$ cat src/rtl/ring_ptr_unit.sv
module ring_ptr_unit #(
  parameter int AW = 32,
  parameter logic [31:0] CTRL_RST = 32'h0002_2000,
  parameter logic [31:0] CTRL_MASK = 32'h00FF_FF00,
  parameter int MIN_UNITS = 2
) (
  input  logic          clk,
  input  logic          rst_n,
  input  logic          cfg_wr,
  input  logic [31:0]   cfg_wdata,
  output logic [31:0]   cfg_rdata,
  input  logic          err_clr,
  output logic          cfg_err,
  input  logic          tx_base_wr,
  input  logic          rx_base_wr,
  input  logic [AW-1:0] base_wdata,
  input  logic          tx_adv,
  input  logic          tx_eor,
  input  logic          rx_adv,
  input  logic          rx_eor,
  output logic [AW-1:0] tx_addr,
  output logic [AW-1:0] rx_addr,
  output logic [1:0]    rx_burst,
  output logic [1:0]    tx_burst,
  output logic [2:0]    ifg_cnt,
  output logic          ifg_inc
);
  localparam int ALIGN = 3;

  logic [31:0]   ctrl;
  logic [AW-1:0] tx_base, rx_base;
  logic [AW-1:0] tx_stride, rx_stride;
  logic          wr_ok, wr_bad, base_ok;

  assign wr_ok   = (cfg_wdata[19:16] >= 4'(MIN_UNITS)) && (cfg_wdata[15:12] >= 4'(MIN_UNITS));
  assign wr_bad  = cfg_wr && !wr_ok;
  assign base_ok = (base_wdata[ALIGN-1:0] == '0);

  assign tx_stride = AW'({ctrl[19:16], 3'b000});
  assign rx_stride = AW'({ctrl[15:12], 3'b000});

  assign cfg_rdata = ctrl;
  assign rx_burst  = ctrl[9:8];
  assign tx_burst  = ctrl[11:10];
  assign ifg_cnt   = ctrl[22:20];
  assign ifg_inc   = ctrl[23];

  always_ff @(posedge clk or negedge rst_n) begin
    if (!rst_n) begin
      ctrl    <= CTRL_RST & CTRL_MASK;
      cfg_err <= 1'b0;
    end else begin
      if (cfg_wr && wr_ok) ctrl <= cfg_wdata & CTRL_MASK;
      if (wr_bad)          cfg_err <= 1'b1;
      else if (err_clr)    cfg_err <= 1'b0;
    end
  end

  always_ff @(posedge clk or negedge rst_n) begin
    if (!rst_n) begin
      tx_base <= '0;
      tx_addr <= '0;
    end else if (tx_base_wr && base_ok) begin
      tx_base <= base_wdata;
      tx_addr <= base_wdata;
    end else if (tx_adv) begin
      tx_addr <= tx_eor ? tx_base : tx_addr + tx_stride;
    end
  end

  always_ff @(posedge clk or negedge rst_n) begin
    if (!rst_n) begin
      rx_base <= '0;
      rx_addr <= '0;
    end else if (rx_base_wr && base_ok) begin
      rx_base <= base_wdata;
      rx_addr <= base_wdata;
    end else if (rx_adv) begin
      rx_addr <= rx_eor ? rx_base : rx_addr + rx_stride;
    end
  end

  AST_CTRL_MIN_STRIDE: assert property (@(posedge clk) disable iff (!rst_n)
    (cfg_rdata[19:16] >= 4'(MIN_UNITS)) && (cfg_rdata[15:12] >= 4'(MIN_UNITS)));
  AST_REJECT_KEEPS: assert property (@(posedge clk) disable iff (!rst_n)
    wr_bad |=> ($stable(cfg_rdata) && cfg_err));
  AST_ERR_STICKY: assert property (@(posedge clk) disable iff (!rst_n)
    (cfg_err && !err_clr) |=> cfg_err);
  AST_TX_ALIGNED: assert property (@(posedge clk) disable iff (!rst_n)
    tx_addr[ALIGN-1:0] == '0);
  AST_RX_ALIGNED: assert property (@(posedge clk) disable iff (!rst_n)
    rx_addr[ALIGN-1:0] == '0);
  AST_TX_STEP: assert property (@(posedge clk) disable iff (!rst_n)
    (tx_adv && !tx_eor && !tx_base_wr) |=> tx_addr == $past(tx_addr) + $past(tx_stride));
  AST_RX_STEP: assert property (@(posedge clk) disable iff (!rst_n)
    (rx_adv && !rx_eor && !rx_base_wr) |=> rx_addr == $past(rx_addr) + $past(rx_stride));
  AST_TX_HOLD: assert property (@(posedge clk) disable iff (!rst_n)
    (!tx_adv && !tx_base_wr) |=> $stable(tx_addr));
  AST_RX_HOLD: assert property (@(posedge clk) disable iff (!rst_n)
    (!rx_adv && !rx_base_wr) |=> $stable(rx_addr));
endmodule

$ cat config.mk
export PLATFORM = sky130hd
export DESIGN_NAME = ring_ptr_unit
export DESIGN_NICKNAME = d
export VERILOG_FILES = /design/src/rtl/ring_ptr_unit.sv
export SDC_FILE = /design/constraint.sdc
export NUM_CORES = 1
export LEC_CHECK = 0
export ABC_CLOCK_PERIOD_IN_PS = 2800
export BUFFER_PORTS_ARGS = -buffer_cell sky130_fd_sc_hd__buf_2
export CORE_MARGIN = 1
export CORE_UTILIZATION = 55
export DETAILED_ROUTE_END_ITERATION = 7
export GPL_TIMING_DRIVEN = 0
export HOLD_SLACK_MARGIN = 0.03
export PLACE_DENSITY = 0.79
export SETUP_SLACK_MARGIN = 0.15
export SLEW_MARGIN = 10
export SYNTH_ARGS = -nofsm -noshare
export SYNTH_HDL_FRONTEND = slang
export SYNTH_SLANG_ARGS = --single-unit
$ cat constraint.sdc
create_clock -name clk -period 2.8 [get_ports clk]
set_input_delay 0.14 -clock clk [delete_from_list [all_inputs] [get_ports clk]]
set_output_delay 0.14 -clock clk [all_outputs]
set_load 0.01 [all_outputs]
==> results of run 1 <==
[cells in the final DEF (no fill, tap or decap), types with 8 or more instances in the layout]
master	Yosys	routed
and2_1	11	11
dlygate4sd3_1	0	48
inv_1	16	16
conb_1	1	16
xnor2_1	17	17
and3_1	48	48
xor2_1	31	31
nand4_1	19	19
nor2_1	16	16
a21oi_1	55	54
ha_1	8	8
o21ai_0	27	27
buf_4	28	28
dfrtp_1	143	143
mux2_2	18	18
nand2_1	204	204
nand3_1	27	27
buf_2	14	156
o211ai_1	8	8
clkbuf_16	0	17
clkbuf_1	31	33
o221ai_1	40	40
[power groups by stage]
stage / Combinational (mW) / Clock (mW) / Sequential, mW
final: 1.73 / 2.24 / 2.87
after global routing: 1.90 / 2.36 / 2.91
after CTS: 1.70 / 2.26 / 2.85
after detailed placement: 1.63 / 0 / 2.87
after global placement: 1.58 / 0 / 2.87
after floorplan: 0.973 / 0 / 2.90
[logic make-up (layout without fill, tap and decap cells)]
family,Yosys count,after routing,share of synthesized area (%)
AO/OA/AOI/OAI,156,156,13.70
AND/OR/NAND/NOR,360,360,22.69
buffers and inverters,93,317,6.111
XOR/XNOR,48,48,5.447
flip-flops,145,145,47.04
adder cells (fa/ha/maj),10,10,1.816
other,1,16,0.04858
multiplexers,22,22,3.145
[flip-flops by register name, summed over array words and instances, names as in the netlist]
signal and count:
tx_addr 32, rx_addr 32, tx_base 32, cfg_rdata 16, rx_base 32, cfg_err 1
[worst min-delay path by stage]
stage                    start       endpoint  cells past startpoint
floorplan                rst_n        cfg_err                      0
global placement       err_clr        cfg_err                      2
detailed placement       rst_n  cfg_rdata[20]                      1
CTS                 rx_base_wr     rx_base[0]                      3
global route        rx_base_wr     rx_base[0]                      3
finish              rx_base_wr     rx_base[0]                      3
[through the flow]
stage	setup WS [ns]	std cells	setup TNS (ns)	utilization [%]
after floorplan	0.6555	850	0	-
after global placement	-0.5226	1169	-72.91	64.75
after detailed placement	0.3607	1170	0	65.03
after CTS	0.3472	1250	0	72.94
after global routing	0.2028	1250	0	72.96
final	0.3460	1250	0	72.96
[per-layer routing]
metal	global-route usage [%]	routed length [um]	up-vias	share of wire, %
li1	-	-	3336	-
met1	41.65	9175	3544	41
met2	52.73	11110	345	49
met3	6.415	1560	65	6.9
met4	14.66	744	0	3.3
met5	0	0	-	0
[repair_timing]
action / 4_1_cts / 5_1_grt
gates resized for setup: 0 / 1
setup endpoints to repair: 0 / 4
endpoints found under the hold margin: 162 / 0
hold buffers: 48 / 0
[Yosys cell counts (all sizes together), types with 3 or more instances]
library cell,number,area (um2)
nand2b,5,31.28
and4,3,28.78
mux2,18,202.7
nor4,5,62.56
a31oi,7,43.79
a21oi,55,275.3
clkbuf,31,116.4
o211ai,8,60.06
o21ai,28,140.1
xor2,31,271.5
nand2,204,765.7
nand4,20,140.1
and2,11,68.82
nor2b,5,31.28
mux2i,4,40.04
o221ai,45,425.4
nor2,16,60.06
inv,17,63.81
nand3,28,145.1
buf,44,287.8
xnor2,17,148.9
and3,48,300.3
ha,8,100.1
dfrtp,143,3578
nor3,8,50.05
[cell type report]
class	instances	area, um2	area share (%)
tap	176	220.2	2.243
multi-input combinational	612	3676	37.45
sequential	145	3631	36.99
inverter	18	67.56	0.6883
clock buffer	22	474.2	4.831
buffer	75	404.1	4.117
clock inverter	10	108.9	1.109
timing repair buffer	192	1234	12.57
[critical path: stages (launching register included)]
cell      delay (ns)
dfstp_2         0.55
inv_1           0.07
fa_1            0.45
nand2b_1        0.22
a211oi_2        0.53
nand3_1         0.18
xor2_1          0.17
o221ai_1        0.14
==> summary.txt, run 1 <==
Finish
  • Layout cells sized above 1: 24.02%
  • Layout net count: 1145
  • Ant. Diodes: 0
  • Area grow syn2layout: 27.17%
  • Filler cells: 1007
  • Design area: 9816 um2

Critical path
  • R2r startpoint: cfg_rdata[17]
  • Critical path capture point type: flip-flop
  • CP startpoint: cfg_rdata[17]
  • R2R cell count: 7
  • Type of origin of the critical path: flip-flop
  • Crit path arrival time: 2.73 ns
  • CP required: 3.07 ns
  • Crit Path Max Fanout: 7
  • Crit path to: tx_addr[23]
  • FF-to-FF End: tx_addr[23]
  • Reg2reg setup slack: 0.35 ns
  • Setup CP Type: flip-flop to flip-flop

Die
  • Rows: 42
  • DIE AREA: 14510 um2
  • Core footprint: 13450 um2
  • # IOs: 179
  • Die width: 120.5 um
  • Initial Util: 57.38%
  • Die H: 120.5 um

Clocking
  • Clock Tree Buf Depth: 2
  • Worst skew pair latency: 0.43 ns
  • Clk slew on worst S/H paths: 0.06 ns
  • CTS tree: done
  • TritonCTS Buffers: 17
  • Sink Count: 145
  • Post-CTS Setup Inserts: 0
  • # H-tree levels: 4
  • Root Buffer: clkbuf_16

STA
  • Final slew viol count: 0
  • Max Clock Freq: 407.5 MHz
  • Final worst path period share: 87.64%
  • Final hold violation count: 0
  • Max_slew headroom: 58.40%
  • Final Critical Period: 2.454 ns
  • Hold WS: 0.1874 ns
  • Worst-Margin Slew: 0.6240 ns
  • RSZ-0062 raised after global routing: no
  • Setup-failing EPs final: 0
  • Setup Skew: 0.006415 ns

GRT
  • GRT Total Usage: 32.33%
  • Largest net degree at the start of global routing: 92
  • First-pass GRT wire length: 35900 um
  • Vias in the first global route: 6991
  • Initial antenna violation count: 0
  • Gr ovfl total: 0

Power and ir drop
  • Sw Ratio: 32.29%
  • Leak: 4.802 nW
  • Gate power share: 25.3%
  • Clock power share: 32.8%
  • Maximum VDD drop: 0.5722 mV
  • Psw: 2.209 mW
  • Total power: 6.840 mW
  • Pwr dens: 696.9 nW/um2
  • Int Power: 4.631 mW
  • Reg power frac: 41.9%

Route
  • Final wirelength: 22590 um
  • DRT iter0 DRCs: 809
  • Post-route antenna net violation count: 0
  • DR vias/cell: 5.832
  • Routed len/inst: 18.07 um
  • Via count: 7290
  • DR pass1 iterations: 6
  • DRC viols: 0

Hold path
  • Hold Path Class: primary input to flip-flop

Place
  • Placed inst area: 8748 um2
  • # port buffers: 143
  • Dpl hpwl: 15240 um
  • Final GP Congestion: 0.8759

Yosys
  • Unique cell type count in the Yosys netlist: 54
  • Syn_area_per_cell: 9.244 um2
  • Synth Register Bits: 145
  • Post-Synthesis Cells: 835
  • Ys flop type: dfrtp_1
  • Register area share after synthesis: 47.04%
  • Post-Syn Area: 7719 um2
  • Yosys warnings: 0
  • Post-synth EDFFs: 0
  • Ys async rst share: 100.0%

Outcome
  • Status: finished clean

Run
  • Total of max-cap violations: 0
(Power assumes the default switching activity.)
==> run 2: changes to the inputs <==
--- a/config.mk
+++ b/config.mk
@@ -7,8 +7,10 @@
 export LEC_CHECK = 0
 export ABC_CLOCK_PERIOD_IN_PS = 2800
 export BUFFER_PORTS_ARGS = -buffer_cell sky130_fd_sc_hd__buf_2
+export CELL_PAD_IN_SITES_DETAIL_PLACEMENT = 0
+export CELL_PAD_IN_SITES_GLOBAL_PLACEMENT = 2
 export CORE_MARGIN = 1
-export CORE_UTILIZATION = 55
+export CORE_UTILIZATION = 33
 export DETAILED_ROUTE_END_ITERATION = 7
 export GPL_TIMING_DRIVEN = 0
 export HOLD_SLACK_MARGIN = 0.03
==> run 2 against run 1 <==
Final area rose by 2.0%. Clock power rose by 6%. Global-route usage is 11 points lower. Maximum frequency fell by 0.38%. Critical endpoint is now rx_addr[26]. Core utilization decreased by 29 points. Sequential power about the same. Sequential share of layout area is 0.71 points lower.
==> summary.txt, run 2 (same netlist as run 1, synthesis figures left out) <==
Outcome
  • Status: finished clean

Place
  • Dpl hpwl: 17860 um
  • Final GP Congestion: 0.7917
  • # port buffers: 143
  • Placed inst area: 8920 um2

GRT
  • Initial antenna violation count: 0
  • First-pass GRT wire length: 38710 um
  • Vias in the first global route: 6690
  • Gr ovfl total: 0
  • Largest net degree at the start of global routing: 95
  • GRT Total Usage: 21.30%

Power and ir drop
  • Int Power: 4.679 mW
  • Leak: 4.810 nW
  • Maximum VDD drop: 0.4004 mV
  • Pwr dens: 692.7 nW/um2
  • Clock power share: 34.2%
  • Sw Ratio: 32.50%
  • Gate power share: 24.5%
  • Psw: 2.253 mW
  • Reg power frac: 41.3%

Finish
  • Design area: 10010 um2
  • Final Core Density: 43.93%
  • Layout cells sized above 1: 24.12%
  • Layout net count: 1145
  • Most common cell after layout, fill and taps aside: nand2_1
  • Most frequent cells in the layout: 204 x nand2_1, 156 x buf_2, 143 x dfrtp_1
  • Ant. Diodes: 0
  • Area grow syn2layout: 29.65%

Die
  • Die width: 154.9 um
  • Die H: 154.9 um
  • DIE AREA: 24000 um2
  • Initial Util: 33.89%
  • Core footprint: 22780 um2
  • # IOs: 179
  • Rows: 55

Critical path
  • Crit path arrival time: 2.76 ns
  • Crit Path Max Fanout: 10
  • CP required: 3.10 ns
  • Critical path capture point type: flip-flop
  • Type of origin of the critical path: flip-flop
  • Setup CP Type: flip-flop to flip-flop

STA
  • Final Critical Period: 2.463 ns
  • Max Clock Freq: 405.9 MHz
  • Final worst path period share: 87.98%
  • Worst-Margin Slew: 0.6225 ns
  • Max_slew headroom: 58.50%
  • Setup tns final: 0 ns
  • RSZ-0062 raised after global routing: no
  • Final slew viol count: 0
  • Setup Skew: 0.008707 ns
  • Setup-failing EPs final: 0
  • Final hold violation count: 0

Route
  • DR pass1 iterations: 5
  • DRT iter0 DRCs: 329
  • Post-route antenna net violation count: 0
  • Routed len/inst: 17.71 um
  • Final wirelength: 24570 um
  • DR vias/cell: 4.933
  • DRC viols: 0
  • Via count: 6842

Clocking
  • # H-tree levels: 4
  • CTS tree: done
  • Clock Tree Buf Depth: 2
  • Sink Count: 145
  • Clk slew on worst S/H paths: 0.07 ns
  • TritonCTS Buffers: 17
  • Worst skew pair latency: 0.43 ns
  • Root Buffer: clkbuf_16

Run
  • Total of max-cap violations: 0

Hold path
  • Hold Path Class: primary input to flip-flop
## run 2: path summary, 6_finish.rpt
check,startpoint,endpoint,slack [ns],cells past startpoint
setup / recovery,cfg_rdata[13],rx_addr[26],0.34,7
hold / removal,rx_base_wr,rx_base[0],0.19,3
setup reg to reg,cfg_rdata[13],rx_addr[26],0.34,7
hold reg to reg,rx_base[27],rx_base[27],0.47,2
max in group asynchronous,rst_n,rx_base[13],1.78,3
min in group asynchronous,rst_n,tx_addr[3],0.21,2
## run 2: final cells by class
class | instances | area, um2
clock inverter | 13 | 160.2
tap | 313 | 391.6
timing repair buffer | 192 | 1234
multi-input combinational | 612 | 3676
clock buffer | 19 | 442.9
inverter | 18 | 67.56
fill | 2312 | 12770
buffer | 75 | 404.1
sequential | 145 | 3631
## run 2: what timing repair did
| action | in CTS | in global routing |
|---|---|---|
| buffers inserted | 0 | 0 |
| hold endpoints to repair | 155 | 0 |
| endpoints found under the setup margin | 0 | 4 |
| hold buffers | 48 | 0 |
| resized for setup | 0 | 1 |
## run 2: metal layers
| layer | wire, um | GRT usage (%) | up-vias |
|---|---|---|---|
| met2 | 11860 | 34.94 | 134 |
| met3 | 774 | 3.454 | 22 |
| met4 | 353 | 5.752 | 0 |
| met1 | 11580 | 29.09 | 3353 |
| met5 | 0 | 0 | - |
| li1 | - | - | 3333 |
## run 2: stage by stage
step	power (mW)	std cells	hold slack [ns]	worst slack (ns)
after CTS	7.001	1387	0.2003	0.2290
after global placement	4.514	1306	0.3479	-0.7957
after floorplan	3.873	850	-0.1556	0.6555
after detailed placement	4.542	1307	0.09725	0.2506
final	6.932	1387	0.1934	0.3365
after global routing	7.331	1387	0.2314	0.1666
## run 2: power groups by stage
stage	combinational (mW)	sequential, mW	clock (mW)
2_1_floorplan	0.973	2.90	0
3_3_place_gp	1.62	2.89	0
3_5_place_dp	1.65	2.89	0
4_1_cts	1.72	2.86	2.43
5_1_grt	1.90	2.92	2.51
6_report	1.70	2.86	2.37
## run 2: worst max-delay path, stage by stage (launching register included)
cell,delay [ns]
dfstp_2,0.56
ha_1,0.23
a21oi_1,0.23
a2bb2oi_1,0.56
buf_4,0.33
nor4_2,0.08
xnor2_1,0.21
o221ai_2,0.13
==> run 3: changes to the inputs <==
--- a/config.mk
+++ b/config.mk
@@ -7,10 +7,10 @@
 export LEC_CHECK = 0
 export ABC_CLOCK_PERIOD_IN_PS = 2800
 export BUFFER_PORTS_ARGS = -buffer_cell sky130_fd_sc_hd__buf_2
-export CELL_PAD_IN_SITES_DETAIL_PLACEMENT = 0
-export CELL_PAD_IN_SITES_GLOBAL_PLACEMENT = 2
+export CELL_PAD_IN_SITES_DETAIL_PLACEMENT = 1
+export CELL_PAD_IN_SITES_GLOBAL_PLACEMENT = 1
 export CORE_MARGIN = 1
-export CORE_UTILIZATION = 33
+export CORE_UTILIZATION = 41
 export DETAILED_ROUTE_END_ITERATION = 7
 export GPL_TIMING_DRIVEN = 0
 export HOLD_SLACK_MARGIN = 0.03
==> run 3 against run 2 <==
The flow now finishes with violations (design-rule violations). Clock-buffer cell count increased by 4. Non-clock buffer count unchanged. Flip-flop and latch count unchanged. Cell count decreased by 5.7%. First-iteration DRC count increased by 29%.
==> summary.txt, run 3 (same netlist as run 1, synthesis figures left out) <==
STA
  • Final slew viol count: 0
  • Setup-failing EPs final: 0
  • Final Critical Period: 2.516 ns
  • Max_slew headroom: 57.42%
  • Setup Skew: 0.008282 ns
  • Final hold violation count: 0
  • Final worst path period share: 89.85%
  • RSZ-0062 raised after global routing: no
  • Max Clock Freq: 397.5 MHz
  • Worst-Margin Slew: 0.6388 ns

Finish
  • Most common cell after layout, fill and taps aside: nand2_1
  • Design area: 9907 um2
  • Layout net count: 1145
  • Filler cells: 2145
  • Area of the multi-input gates: 3691 um2
  • Area grow syn2layout: 28.35%
  • Final Core Density: 54.41%
  • Layout cells sized above 1: 24.12%
  • FF/Latch Area: 3631 um2
  • Most frequent cells in the layout: 204 x nand2_1, 155 x buf_2, 143 x dfrtp_1

Critical path
  • Worst path bufs/invs: 2
  • CP max stage delay: 0.55 ns
  • Setup CP Type: flip-flop to flip-flop
  • Crit Path Max Fanout: 10
  • CP top delay family: flip-flops
  • Critical path capture point type: flip-flop
  • R2r startpoint: cfg_rdata[13]
  • Reg2reg setup slack: 0.28 ns
  • Critical path's slowest cell: dfstp_2
  • Type of origin of the critical path: flip-flop
  • FF-to-FF End: rx_addr[23]
  • Crit path cell chain: inv_1, fa_1, nand2b_1, a21oi_2, clkbuf_4, nand4_1, xor2_1, o221ai_1
  • R2R cell count: 8
  • Crit path arrival time: 2.81 ns
  • CP required: 3.09 ns

Die
  • Die H: 139.2 um
  • Rows: 49
  • DIE AREA: 19380 um2
  • Die width: 139.2 um
  • # IOs: 179
  • Initial Util: 42.39%
  • Core footprint: 18210 um2

Run
  • Total of max-cap violations: 0

GRT
  • GRT Total Usage: 29.13%
  • Largest net degree at the start of global routing: 80
  • Initial antenna violation count: 5
  • Vias in the first global route: 7805
  • First-pass GRT wire length: 43310 um
  • Gr ovfl total: 0

Clocking
  • Sink Count: 145
  • CTS tree: done
  • Root Buffer: clkbuf_16
  • # H-tree levels: 4
  • TritonCTS Buffers: 17
  • Clock Tree Buf Depth: 2
  • Post-CTS Setup Inserts: 0
  • Worst skew pair latency: 0.44 ns
  • Clk slew on worst S/H paths: 0.06 ns

Place
  • Dpl hpwl: 18220 um
  • Placed inst area: 8815 um2
  • # port buffers: 143
  • Final GP Congestion: 0.8413

Outcome
  • Status: complete, but fails checks
  • Violated checks: design-rule violations

Route
  • DRT iter0 DRCs: 424
  • Post-route antenna net violation count: 0
  • DR pass1 iterations: 8
  • Final wirelength: 27430 um
  • DR vias/cell: 5.628
  • Via count: 7362
  • Routed len/inst: 20.97 um
  • DRC viols: 7

Hold path
  • Hold wc startpoint: rx_eor
  • Min-Delay Path Depth: 4
  • Hold Path Class: primary input to flip-flop
  • Hold Path Sink: rx_addr[30]

Power and ir drop
  • Pwr dens: 704.4 nW/um2
  • Leak: 4.793 nW
  • Maximum VDD drop: 0.4864 mV
-- run 3: cell types whose count changed in the layout (fill, tap and decap cells not counted), moves of 2 or more --
cell / delta
diode_2: +5
clkinvlp_4: +2
clkbuf_8: +4
clkinv_4: -2
inv_6: -2
bufinv_16: -2
-- run 3: layout make-up --
cell class | count | area share (%)
Multi-Input combinational cell | 612 | 37.26
Sequential cell | 145 | 36.65
Timing Repair Buffer | 192 | 12.45
Clock buffer | 23 | 5.027
Buffer | 75 | 4.105
Tap cell | 229 | 2.892
Clock inverter | 9 | 0.8083
Inverter | 18 | 0.6820
Antenna cell | 5 | 0.1263
-- run 3: per-stage QoR --
step / total power, mW / worst slack, ns / cells / TNS [ns] / hold slack [ns]
after floorplan: 3.873 / 0.6555 / 850 / 0 / -0.1556
after global placement: 4.482 / -0.6560 / 1222 / -92.43 / 0.3473
after detailed placement: 4.572 / 0.2009 / 1223 / 0 / 0.1755
after CTS: 6.894 / 0.1766 / 1303 / 0 / 0.1994
after global routing: 7.280 / 0.1939 / 1308 / 0 / 0.2289
final: 6.978 / 0.2842 / 1308 / 0 / 0.2274
-- run 3: per-layer routing --
layer | vias to the layer above | track usage (%) | share of wire, %
met5 | - | 0 | 0
met4 | 0 | 12.75 | 3.3
met3 | 66 | 4.834 | 4.1
met2 | 215 | 49.95 | 51
met1 | 3741 | 36.18 | 42
li1 | 3340 | - | -
-- run 3: worst max-delay path by stage --
| stage | from | endpoint | slack, ns | depth (start not counted) |
|---|---|---|---|---|
| floorplan | cfg_rdata[13] | rx_addr[19] | 0.66 | 8 |
| finish | cfg_rdata[13] | rx_addr[23] | 0.28 | 8 |
| global placement | rst_n | rx_base[18] | -0.66 | 1 |
| CTS | cfg_rdata[13] | rx_addr[19] | 0.18 | 8 |
| detailed placement | cfg_rdata[13] | rx_addr[19] | 0.20 | 8 |
| global route | cfg_rdata[13] | rx_addr[23] | 0.19 | 8 |
-- run 3: repair_timing --
item,in CTS,in global routing
resized for setup,0,4
hold endpoints to repair,185,0
endpoints found under the setup margin,0,6
hold buffers,48,0
-- run 3: worst min-delay path: stages --
cell,delay [ns]
buf_2,0.10
or3_1,0.10
buf_2,0.17
o221ai_2,0.11
-- run 3: power by group --
part           internal, mW  switching (mW)  total, mW
Clock                  1.33           0.943       2.28
Combinational         0.789            1.02       1.81
Sequential             2.47           0.414       2.89
